### src/rtl/doorbell_pkg.sv
package doorbell_pkg;

    localparam int unsigned ADDR_W     = 12;
    localparam int unsigned DATA_W     = 32;
    localparam int unsigned IDX_W      = 8;
    localparam int unsigned BASE_W     = 64;
    localparam int unsigned DESC_SHIFT = 4;

    localparam logic [ADDR_W-1:0] OFF_BASE_LO = 12'h100;
    localparam logic [ADDR_W-1:0] OFF_BASE_HI = 12'h104;
    localparam logic [ADDR_W-1:0] OFF_CTRL    = 12'h108;
    localparam logic [ADDR_W-1:0] OFF_STAT    = 12'h10C;
    localparam logic [ADDR_W-1:0] OFF_SIZE    = 12'h110;

    // bit positions software relies on
    localparam int unsigned B_RUN    = 0;
    localparam int unsigned B_ERR_IE = 4;
    localparam int unsigned B_BUSY   = 0;
    localparam int unsigned B_ERRF   = 4;
    localparam int unsigned B_COMPF  = 5;
    localparam int unsigned B_IDX_LO = 16;

    typedef enum logic [1:0] {
        SQ_IDLE = 2'd0,
        SQ_REQ  = 2'd1,
        SQ_WAIT = 2'd2
    } seq_state_e;

    typedef struct packed {
        logic [IDX_W-1:0] head;
        logic             err_ie;
        logic             run;
    } ctrl_t;

    typedef struct packed {
        logic take;
        logic want_irq;
        logic failed;
    } done_t;

    function automatic logic [IDX_W-1:0] next_idx(input logic [IDX_W-1:0] idx,
                                                  input logic [IDX_W-1:0] last);
        return (idx == last) ? '0 : idx + IDX_W'(1);
    endfunction

    function automatic logic [BASE_W-1:0] desc_addr(input logic [BASE_W-1:0] base,
                                                    input logic [IDX_W-1:0]  idx);
        return base + (BASE_W'(idx) << DESC_SHIFT);
    endfunction

    function automatic logic [DATA_W-1:0] pack_ctrl(input ctrl_t c);
        logic [DATA_W-1:0] w;
        w = '0;
        w[B_IDX_LO +: IDX_W] = c.head;
        w[B_ERR_IE]          = c.err_ie;
        w[B_RUN]             = c.run;
        return w;
    endfunction

endpackage

### src/rtl/doorbell_regs.sv
module doorbell_regs
    import doorbell_pkg::*;
#(
    parameter int unsigned RING_ENTRIES = 32
) (
    input  logic              clk,
    input  logic              rst,
    input  logic              wr_en,
    input  logic [ADDR_W-1:0] wr_addr,
    input  logic [DATA_W-1:0] wr_data,
    input  logic [ADDR_W-1:0] rd_addr,
    input  logic [IDX_W-1:0]  tail,
    input  logic              busy,
    input  logic              comp_flag,
    input  logic              err_flag,
    output logic [DATA_W-1:0] rd_data,
    output logic [BASE_W-1:0] base,
    output ctrl_t             ctrl,
    output logic [IDX_W-1:0]  last_idx
);
    localparam logic [IDX_W-1:0] LAST_RST = IDX_W'(RING_ENTRIES - 1);
    localparam int unsigned HALF = BASE_W / 2;

    logic [DATA_W-1:0] stat_word;

    always_ff @(posedge clk) begin
        if (rst) begin
            base     <= '0;
            ctrl     <= '0;
            last_idx <= LAST_RST;
        end else if (wr_en) begin
            unique case (wr_addr)
                OFF_BASE_LO: base[HALF-1:0]      <= wr_data;
                OFF_BASE_HI: base[BASE_W-1:HALF] <= wr_data;
                OFF_CTRL: begin
                    ctrl.head   <= wr_data[B_IDX_LO +: IDX_W];
                    ctrl.err_ie <= wr_data[B_ERR_IE];
                    ctrl.run    <= wr_data[B_RUN];
                end
                OFF_SIZE: last_idx <= wr_data[IDX_W-1:0];
                default: ;
            endcase
        end
    end

    always_comb begin
        stat_word                     = '0;
        stat_word[B_IDX_LO +: IDX_W]  = tail;
        stat_word[B_COMPF]            = comp_flag;
        stat_word[B_ERRF]             = err_flag;
        stat_word[B_BUSY]             = busy;
    end

    always_comb begin
        unique case (rd_addr)
            OFF_BASE_LO: rd_data = base[HALF-1:0];
            OFF_BASE_HI: rd_data = base[BASE_W-1:HALF];
            OFF_CTRL:    rd_data = pack_ctrl(ctrl);
            OFF_STAT:    rd_data = stat_word;
            OFF_SIZE:    rd_data = DATA_W'(last_idx);
            default:     rd_data = '0;
        endcase
    end

endmodule

### src/rtl/doorbell_seq.sv
module doorbell_seq
    import doorbell_pkg::*;
(
    input  logic              clk,
    input  logic              rst,
    input  ctrl_t             ctrl,
    input  logic [IDX_W-1:0]  last_idx,
    input  logic [BASE_W-1:0] base,
    input  logic              fetch_ack,
    input  logic              done_valid,
    output logic              fetch_req,
    output logic [BASE_W-1:0] fetch_addr,
    output logic [IDX_W-1:0]  tail,
    output logic              busy,
    output logic              done_take
);
    seq_state_e       state;
    logic [IDX_W-1:0] tail_nx;

    assign tail_nx    = next_idx(tail, last_idx);
    assign done_take  = (state == SQ_WAIT) && done_valid;
    assign fetch_req  = (state == SQ_REQ);
    assign busy       = (state != SQ_IDLE);
    assign fetch_addr = desc_addr(base, tail);

    always_ff @(posedge clk) begin
        if (rst) begin
            state <= SQ_IDLE;
            tail  <= '0;
        end else begin
            unique case (state)
                SQ_IDLE:
                    if (ctrl.run && (tail != ctrl.head)) state <= SQ_REQ;
                SQ_REQ:
                    if (fetch_ack) state <= SQ_WAIT;
                SQ_WAIT:
                    if (done_valid) begin
                        tail  <= tail_nx;
                        state <= (ctrl.run && (tail_nx != ctrl.head)) ? SQ_REQ : SQ_IDLE;
                    end
                default: state <= SQ_IDLE;
            endcase
        end
    end

endmodule

### src/rtl/doorbell_irq.sv
module doorbell_irq
    import doorbell_pkg::*;
(
    input  logic              clk,
    input  logic              rst,
    input  logic              stat_wr,
    input  logic [DATA_W-1:0] wr_data,
    input  done_t             done,
    input  logic              err_ie,
    output logic              comp_flag,
    output logic              err_flag,
    output logic              irq
);
    logic init_clr, clr_comp, clr_err;

    assign init_clr = stat_wr && (wr_data == '0);
    assign clr_comp = init_clr || (stat_wr && wr_data[B_COMPF]);
    assign clr_err  = init_clr || (stat_wr && wr_data[B_ERRF]);

    always_ff @(posedge clk) begin
        if (rst) begin
            comp_flag <= 1'b0;
            err_flag  <= 1'b0;
        end else begin
            if (done.take && done.want_irq) comp_flag <= 1'b1;
            else if (clr_comp)              comp_flag <= 1'b0;
            if (done.take && done.failed)   err_flag  <= 1'b1;
            else if (clr_err)               err_flag  <= 1'b0;
        end
    end

    assign irq = comp_flag || (err_flag && err_ie);

endmodule

### src/rtl/doorbell_ctl.sv
module doorbell_ctl
    import doorbell_pkg::*;
#(
    parameter int unsigned RING_ENTRIES = 32
) (
    input  logic              clk,
    input  logic              rst,
    input  logic              wr_en,
    input  logic [ADDR_W-1:0] wr_addr,
    input  logic [DATA_W-1:0] wr_data,
    input  logic [ADDR_W-1:0] rd_addr,
    output logic [DATA_W-1:0] rd_data,
    output logic              fetch_req,
    output logic [BASE_W-1:0] fetch_addr,
    input  logic              fetch_ack,
    input  logic              done_valid,
    input  logic              done_irq,
    input  logic              done_err,
    output logic              irq
);
    logic [BASE_W-1:0] base;
    ctrl_t             ctrl;
    logic [IDX_W-1:0]  last_idx;
    logic [IDX_W-1:0]  tail;
    logic              busy, done_take, comp_flag, err_flag, stat_wr;
    done_t             done;

    assign stat_wr = wr_en && (wr_addr == OFF_STAT);
    assign done    = '{take: done_take, want_irq: done_irq, failed: done_err};

    doorbell_regs #(.RING_ENTRIES(RING_ENTRIES)) u_regs (
        .clk(clk), .rst(rst), .wr_en(wr_en), .wr_addr(wr_addr), .wr_data(wr_data),
        .rd_addr(rd_addr), .tail(tail), .busy(busy), .comp_flag(comp_flag),
        .err_flag(err_flag), .rd_data(rd_data), .base(base), .ctrl(ctrl),
        .last_idx(last_idx)
    );

    doorbell_seq u_seq (
        .clk(clk), .rst(rst), .ctrl(ctrl), .last_idx(last_idx), .base(base),
        .fetch_ack(fetch_ack), .done_valid(done_valid), .fetch_req(fetch_req),
        .fetch_addr(fetch_addr), .tail(tail), .busy(busy), .done_take(done_take)
    );

    doorbell_irq u_irq (
        .clk(clk), .rst(rst), .stat_wr(stat_wr), .wr_data(wr_data), .done(done),
        .err_ie(ctrl.err_ie), .comp_flag(comp_flag), .err_flag(err_flag), .irq(irq)
    );

endmodule

### config.mk
export PLATFORM = sky130hd
export DESIGN_NAME = doorbell_ctl
export DESIGN_NICKNAME = d
export VERILOG_FILES = /design/src/rtl/doorbell_pkg.sv /design/src/rtl/doorbell_regs.sv /design/src/rtl/doorbell_seq.sv /design/src/rtl/doorbell_irq.sv /design/src/rtl/doorbell_ctl.sv
export SDC_FILE = /design/constraint.sdc
export NUM_CORES = 1
export LEC_CHECK = 0
export BUFFER_PORTS_ARGS = -buffer_cell sky130_fd_sc_hd__buf_2
export CORE_UTILIZATION = 56
export CTS_BUF_LIST = sky130_fd_sc_hd__clkbuf_4
export CTS_CLUSTER_SIZE = 40
export DETAILED_ROUTE_END_ITERATION = 6
export PLACE_DENSITY = 0.82
export SYNTH_ARGS = -nofsm -noshare
export SYNTH_HDL_FRONTEND = slang
export SYNTH_SLANG_ARGS = --single-unit
### constraint.sdc
create_clock -name clk -period 3.4 [get_ports clk]
set_input_delay 0.68 -clock clk [delete_from_list [all_inputs] [get_ports clk]]
set_output_delay 0.68 -clock clk [all_outputs]
set_load 0.03 [all_outputs]
After elaboration in Yosys (flattened, before gate mapping) --
Cells that the tools add are included.
Storage, ports and cells: output and inout port bits 98, register bits after elaboration 94, logic and storage cells 65
Cells by class: add/subtract/negate cells 2, reductions and logical operators 24, eq/ne operators 18, mux-type cells 11
Operators with widths (number):
- case mux 32 bit (5 select lines) | 1
- == test 12 x 9 -> 1 bit (second input constant) | 10
- adder 64 x 12 -> 64 bit | 1
- logical NOT 32 bit | 1
- != test 8 bit | 2
- logical AND 1 bit | 10
- AND reduction 2 bit | 5
- adder 8 x 1 -> 8 bit (second input constant) | 1
- == test 8 bit | 1
- 2-to-1 mux 8 bit | 1
- 2-to-1 mux 2 bit | 3
- case mux 2 bit (3 select lines) | 1
- nonzero test 2 bit | 3
- 2-to-1 mux 1 bit | 5
- != test 2 x 1 -> 1 bit (second input constant) | 2
- logical OR 1 bit | 3
- AND reduction 3 bit | 1
- == test 2 x 1 -> 1 bit (second input constant) | 1
- == test 2 bit (second input constant) | 1
- logical NOT 2 bit | 1
- != test 2 bit (second input constant) | 1

Longest topological paths before layout --
Gate-level depths: netlist of run 1.
depth in word-level cells 7, mapped depth 8, mapped depth without buffers 8

By module --
From an unflattened synthesis of run 1, not the netlist that was laid out.
Unflattened totals: cell total of the unflattened synthesis 779, area, all modules 6954.2 µm²
Modules (own cells, without submodules):
- doorbell_regs | times used 1, cells an instance 412, area an instance 4220.3 µm², sequential area each 1641.6 µm²
- doorbell_seq | times used 1, cells an instance 339, area an instance 2506.2 µm², sequential area each 200.2 µm²
- doorbell_irq | times used 1, cells an instance 23, area an instance 190.2 µm², sequential area each 40.0 µm²
- doorbell_ctl | times used 1, cells an instance 5, area an instance 37.5 µm², sequential area each 0.0 µm²

Worst setup path before layout of run 1 --
Ideal clock, no wire load.
path type input port to output port, start in rd_addr[7], end out rd_data[16], arrival 2.527 ns, stages on the path 7, slack 0.193 ns, required time 2.720 ns, cells stage by stage nor4b_2 > nand3_1 > or2_2 > nor3_2 > buf_2 > a32oi_1 > a21oi_1
Between the ends: longest elaborated chain between the ends 2, elaborated cells on any way between the ends 6
Ends and longest elaborated chain:
- start, declared | line doorbell_ctl.sv:11 | input logic [ADDR_W-1:0] rd_addr,
- == test 12 x 9 -> 1 bit | line doorbell_regs.sv:55 | unique case (rd_addr)
- case mux 32 bit (5 select lines) * | line doorbell_regs.sv:55
- end, declared | line doorbell_ctl.sv:12 | output logic [DATA_W-1:0] rd_data,
Every way passes the cells marked *; elsewhere a longest branch is shown, timed or not.

Worst setup path after layout of run 1 --
start reg u_seq.tail[4], end out fetch_addr[33]
Between the ends: longest elaborated chain between the ends 1
Ends and longest elaborated chain:
- start, declared | line doorbell_seq.sv:13 | output logic [IDX_W-1:0] tail,
- start signal, assigned | line doorbell_seq.sv:38 | tail <= tail_nx;
- adder 64 x 12 -> 64 bit | line doorbell_pkg.sv:48 | return base + (BASE_W'(idx) << DESC_SHIFT);
- end, declared | line doorbell_ctl.sv:14 | output logic [BASE_W-1:0] fetch_addr,
No other way between the ends.

==> impl_metrics.toml, run 1 <==
[cells_and_area]
drive_above_1_share = 0.324
register_area_um2 = 1920
syn_to_final_growth_pct = 28.3
fin_util = 0.743
fillers = 781
multi_input_area_um2 = 4450
layout.nets = 1017

[route]
viasPerCell = 6.33
route.detailed.drc = 0
ant_nets = 0
drtIter0Drc = 762
wl_mm = 21.6
vias = 6898
post_drt_wl_per_cell_um = 19.9
firstDrtPassIters = 5

[status]
violations = "setup timing"
outcome = "finished with violations"

[logic_synthesis]
async_flop_share = 0
yosysSeqAreaShare = 0.297
ys_ff_latch = 94
syn_area_um2 = 6330
syn-instance-count = 764
yosysWarnings = 0
synth_top_area_share = 0.297
syn_nets = 837
postSynthAreaPerCell_um2 = 8.29
synth-edff-count = 0
yosysTopAreaCell = "dfxtp_1"
synth_ff_type = "dfxtp_1"
yosys-top-cells-area = "dfxtp_1 (30%), mux2i_1 (13%), nor2_1 (7.5%), xnor2_1 (7.3%), xor2_1 (4.0%)"
ys_types = 65

[cts]
numCtsBuffers = 9
cts_root_buf = "clkbuf_4"
clockBufferDepth = 2
cts_max_level = 3
cts_sinks = 94
clkTransAtPathRegs_ns = 0.14
cts_tree = "built"
hold_buffers = 0
clk_latency_ns = 0.44

[worst_setup_path]
worstPathRequired_ns = 2.72
start_kind = "flop"
cp_max_fo = 7
r2r_start = "u_seq.tail[0]$_SDFFE_PP0P_"
crit_start = "u_seq.tail[4]$_SDFFE_PP0P_"
r2r_end = "u_seq.state[0]$_SDFFE_PP0P_"
r2r_slack_ns = 0.65
rr_worst_depth = 7
crit_type = "reg2out"
worstPathArrival_ns = 2.82
crit_end = "fetch_addr[33]"
worstSetupEndpointType = "primary output"

[sta]
rsz0062_at_grt = "true"
final-hold-violation-count = 0
relSlewSlack = 0.322
fmax_mhz = 286
worstMarginPinSlew_ns = 1.02
slew_viol_final = 0
finalCritPeriodShare = 1.03
fin_ws_ns = -0.0983
setup_tns_ns = -0.406
setup_viol = 11
skew_ns = 0.0206
period_minus_slack_ns = 3.50

[power_and_ir_drop]
pwr-share-seq = 0.552
power_frac_comb = 0.051
p_int_w = 0.00152
cellLeakagePower_nw = 3.72
p_switching_w = 0.000475
ir_drop_mv = 0.249
p_clk_frac = 0.397
sw_frac_of_total = 0.238
power_density_nw_per_um2 = 245

[floorplanning]
fp.coreArea_um2 = 10900
start_util = 0.579
dieArea_um2 = 11700
die_h_um = 108
die_x_um = 108
io_pins = 161
row_count = 38

[flow_run]
drv_cap = 0

[global_routing]
grt_max_degree = 95
first_global_vias = 5895
overflow = 0
globalRouteTotalUtil = 0.345
grt_pass1_wl_mm = 31.2
antenna_found_initial = 0

[placed_design]
place_ws_ns = 0.187
portBuffers = 160
dp_hpwl_mm = 14.9
finalWeightedCongestion = 0.967

[min_path]
min_path_type = "in2reg"
[power groups by stage]
stage	registers, W	logic [W]	clock network [W]
2_1_floorplan	0.00113	0.0000310	0
3_3_place_gp	0.00113	0.0000966	0
3_5_place_dp	0.00113	0.0000975	0
4_1_cts	0.00110	0.0000978	0.000789
5_1_grt	0.00110	0.000107	0.000836
6_report	0.00110	0.000101	0.000792
[state kept, by name, indices dropped and copies added, names as in the netlist]
| name | count |
|---|---|
| u_seq.state | 2 |
| u_regs.base | 64 |
| u_seq.tail | 8 |
| u_regs.ctrl | 10 |
| u_irq.comp_flag | 1 |
| u_irq.err_flag | 1 |
| u_regs.last_idx | 8 |
[cell families (layout without fill, tap and decap cells)]
logic type | Yosys count | after routing | synth area share
AO/OA/AOI/OAI | 117 | 117 | 0.139
other | 0 | 1 | 0
AND/OR/NAND/NOR | 313 | 313 | 0.251
flip-flops | 94 | 94 | 0.297
buffers and inverters | 67 | 251 | 0.0512
adder cells (fa/ha/maj) | 10 | 10 | 0.0209
multiplexers | 81 | 81 | 0.128
XOR/XNOR | 82 | 82 | 0.113
[how the worst min path moves through the flow]
stage,from,endpoint,slack [ns],depth (start not counted)
6_report,done_irq,u_irq.comp_flag$_SDFFE_PP0P_,0.48,3
3_5_place_dp,u_irq.err_flag$_SDFFE_PP0P_,u_irq.err_flag$_SDFFE_PP0P_,0.49,2
4_1_cts,done_irq,u_irq.comp_flag$_SDFFE_PP0P_,0.47,3
3_3_place_gp,u_irq.err_flag$_SDFFE_PP0P_,u_irq.err_flag$_SDFFE_PP0P_,0.49,2
2_1_floorplan,u_irq.comp_flag$_SDFFE_PP0P_,u_irq.comp_flag$_SDFFE_PP0P_,0.47,2
5_1_grt,done_irq,u_irq.comp_flag$_SDFFE_PP0P_,0.45,3
[what timing repair did]
item | 4_1_cts | 5_1_grt
endpoints found under the setup margin | 43 | 43
gates resized for setup | 52 | 65
buffers inserted | 11 | 8
pin swaps | 22 | 18
endpoints found under the hold margin | 0 | 0
[through the flow]
step	cells	total power, W	hold slack [ns]	area [µm²]
floorplan	764	0.00116	0.467	6330
global placement	1054	0.00122	0.494	7360
detailed placement	1054	0.00122	0.494	7360
CTS	1080	0.00199	0.468	7870
global route	1088	0.00204	0.454	8120
finish	1089	0.00199	0.477	8120
[cell usage after synthesis (3+ instances only)]
master      n
nor2_1    127
dfxtp_1    94
mux2i_1    81
xnor2_1    53
nand2_1    44
nand3_1    32
xor2_1     29
a21oi_1    25
a22o_1     23
inv_1      22
nor3_1     22
o21ai_0    21
nand4_1    20
clkbuf_1   17
buf_2      13
nor4_1     13
and3_1     12
buf_4      11
a221o_1     9
ha_1        9
a211o_1     5
and4_1      5
nor4b_2     4
or3_1       4
a21o_1      3
a22oi_1     3
a31oi_1     3
and2_1      3
nand4_2     3
nor3b_1     3
nor4_2      3
or2_1       3
[worst max-delay path, stage by stage, from the launching register on]
cell,delay (ns)
dfxtp_1,0.39
ha_4,0.32
nand3_4,0.08
o22ai_4,0.22
o2111ai_4,0.21
a2111oi_4,0.46
buf_6,0.20
nand4_1,0.13
xnor2_2,0.19
buf_4,0.19
[cells in the final DEF, fill, tap and decap left out, types with 4 or more instances in the layout]
master    instances
dfxtp_1          73
buf_4            68
xnor2_2           4
nor4_1           12
a211o_1           5
xor2_1           29
nor3_2            5
nand3_1          30
xnor2_1          48
inv_1            22
nand4_1          20
and3_1           12
ha_4              7
o21ai_0          21
and4_1            4
nor3_1           19
buf_6             8
a21oi_2           5
a21oi_1          20
a22o_1           23
a221o_1           9
mux2i_1          81
nor2_1          121
clkbuf_4         13
nand2_1          43
buf_2           134
dfxtp_2          18
[cell type report]
type	count	share of cell area
Tap cell	140	0.0216
Clock inverter	5	0.0133
Sequential cell	94	0.236
Multi-Input combinational cell	603	0.548
Timing Repair Buffer	214	0.162
Antenna cell	1	0.000308
Inverter	22	0.0102
Clock buffer	10	0.00924
[routing by layer]
metal  routed length (µm)  global-route usage  vias to the layer above
met4                  699               0.123                        0
met1                 8400               0.458                     3246
met2                 9910               0.556                      496
li1                     -                   -                     3087
met3                 2620              0.0675                       69
met5                    0                   0                        -
No activity file was read; power rests on OpenSTA's default activity.
==> run 2, diff against run 1 <==
Settings changed: PLACE_DENSITY 0.82 to 0.84.
==> impl_metrics.toml, run 2 (synthesis gave the netlist of run 1 again) <==
[worst_setup_path]
crit_type = "reg2out"
critPathTopFamily = "buffers and inverters"
crit_chain = "ha_4, fa_2, a21o_1, a21oi_4, o211ai_1, buf_4, nand4_4, buf_12, nor2_4, xor2_1, buf_4"
crit_slowest_cell = "fa_2"
crit_buf_inv = 3
cp_max_fo = 6
start_kind = "flop"
cpMostUsedCell = "buf_4"
worstPathRequired_ns = 2.72
cpPeakStageDelay_ns = 0.41
worstSetupEndpointType = "primary output"
worstPathArrival_ns = 2.87

[floorplanning]
die_h_um = 108
fp.coreArea_um2 = 10900
start_util = 0.579
io_pins = 161
dieArea_um2 = 11700
row_count = 38
die_x_um = 108

[sta]
slew_viol_final = 0
setup_viol = 26
fmax_mhz = 281
skew_ns = 0.0121
final-hold-violation-count = 0
worstMarginPinSlew_ns = 1.02
fin_ws_ns = -0.154
holdWs_ns = 0.434
rsz0062_at_grt = "true"
finalCritPeriodShare = 1.05
relSlewSlack = 0.322
period_minus_slack_ns = 3.55

[route]
ant_nets = 0
drtIter0Drc = 841
vias = 7119
viasPerCell = 6.51
route.detailed.drc = 0
wl_mm = 23.2
post_drt_wl_per_cell_um = 21.2
firstDrtPassIters = 6

[placed_design]
portBuffers = 160
finalWeightedCongestion = 0.927
dp_hpwl_mm = 15.1
place_ws_ns = 0.0921

[cells_and_area]
largest-register = "u_regs.base"
largest_reg_flops = 64
fillers = 737
layout.nets = 1022
layout_commonest_cell = "buf_2"
diodes = 0
multi_input_area_um2 = 4580
layout_common_cells = "buf_2 (125), nor2_1 (120), mux2i_1 (81), dfxtp_1 (80), buf_4 (76)"
largest_registers = "u_regs.base: 64 flops, u_regs.ctrl: 10 flops"
drive_above_1_share = 0.338
syn_to_final_growth_pct = 31.2
register_area_um2 = 1910
fin_util = 0.759

[cts]
numCtsBuffers = 9
clockBufferDepth = 2
cts_root_buf = "clkbuf_4"
clk_latency_ns = 0.46
cts_tree = "built"
hold_buffers = 0
clkTransAtPathRegs_ns = 0.16
cts_max_level = 3
cts_sinks = 94

[global_routing]
grt_busiest_layer = "met2"
globalRouteTotalUtil = 0.361
met2_usage = 0.587
overflow = 0
grt_max_degree = 95
first_global_vias = 6428
grt_pass1_wl_mm = 32.6
use_met1 = 0.459
use_met3 = 0.0723
antenna_found_initial = 0

[power_and_ir_drop]
ir_drop_mv = 0.157
power_density_nw_per_um2 = 216
cellLeakagePower_nw = 3.81

[status]
violations = "setup timing"
outcome = "finished with violations"

[min_path]
min_path_type = "in2reg"

[flow_run]
drv_cap = 0
==> run 2: layout make-up <==
| class | instances | share of cell area |
|---|---|---|
| inverters | 22 | 0.00994 |
| multi-input cells | 603 | 0.551 |
| clock buffers | 10 | 0.00904 |
| well taps | 140 | 0.0211 |
| clock inverters | 6 | 0.00542 |
| flip-flops and latches | 94 | 0.230 |
| repair buffers | 219 | 0.173 |
==> run 2: final timing paths <==
| check | slack (ns) | cells past startpoint | endpoint | from |
|---|---|---|---|---|
| worst max-delay path | -0.15 | 11 | fetch_addr[36] | u_regs.base[4]$_SDFFE_PP0P_ |
| worst min-delay path | 0.43 | 3 | u_irq.comp_flag$_SDFFE_PP0P_ | done_irq |
| worst max register to register | 0.63 | 7 | u_seq.state[0]$_SDFFE_PP0P_ | u_seq.tail[0]$_SDFFE_PP0P_ |
| worst min register to register | 0.52 | 2 | u_irq.err_flag$_SDFFE_PP0P_ | u_irq.err_flag$_SDFFE_PP0P_ |
==> run 2: power breakdown <==
group          total, W  internal (W)  switching, W
Clock          0.000597      0.000163      0.000434
Sequential      0.00110       0.00110   0.000000164
Combinational  0.000102     0.0000368     0.0000657
==> run 2: what timing repair did <==
| action | 4_1_cts | 5_1_grt |
|---|---|---|
| cloned | 0 | 0 |
| pin swaps | 14 | 31 |
| endpoints found under the hold margin | 0 | 0 |
| buffers inserted | 11 | 11 |
| setup endpoints to repair | 42 | 47 |
| resized for setup | 45 | 109 |
==> run 2: metal layers <==
layer  wire length [µm]  up-vias
li1                   -     3105
met1               8860     3337
met2              10700      558
met3               2570      119
met4               1040        0
met5                  0        -
==> run 2: stage by stage <==
step	area [µm²]	std cells	setup TNS (ns)	total power (W)
floorplan	6330	764	0	0.00116
global placement	7400	1056	0	0.00122
detailed placement	7400	1056	0	0.00122
CTS	7800	1083	-0.0343	0.00178
global route	8310	1094	-4.38	0.00184
finish	8310	1094	-1.16	0.00180
==> run 2: tightest hold or removal path, cell delays in order <==
cell	delay [ns]
buf_2	0.10
nand2_1	0.05
a21oi_1	0.05
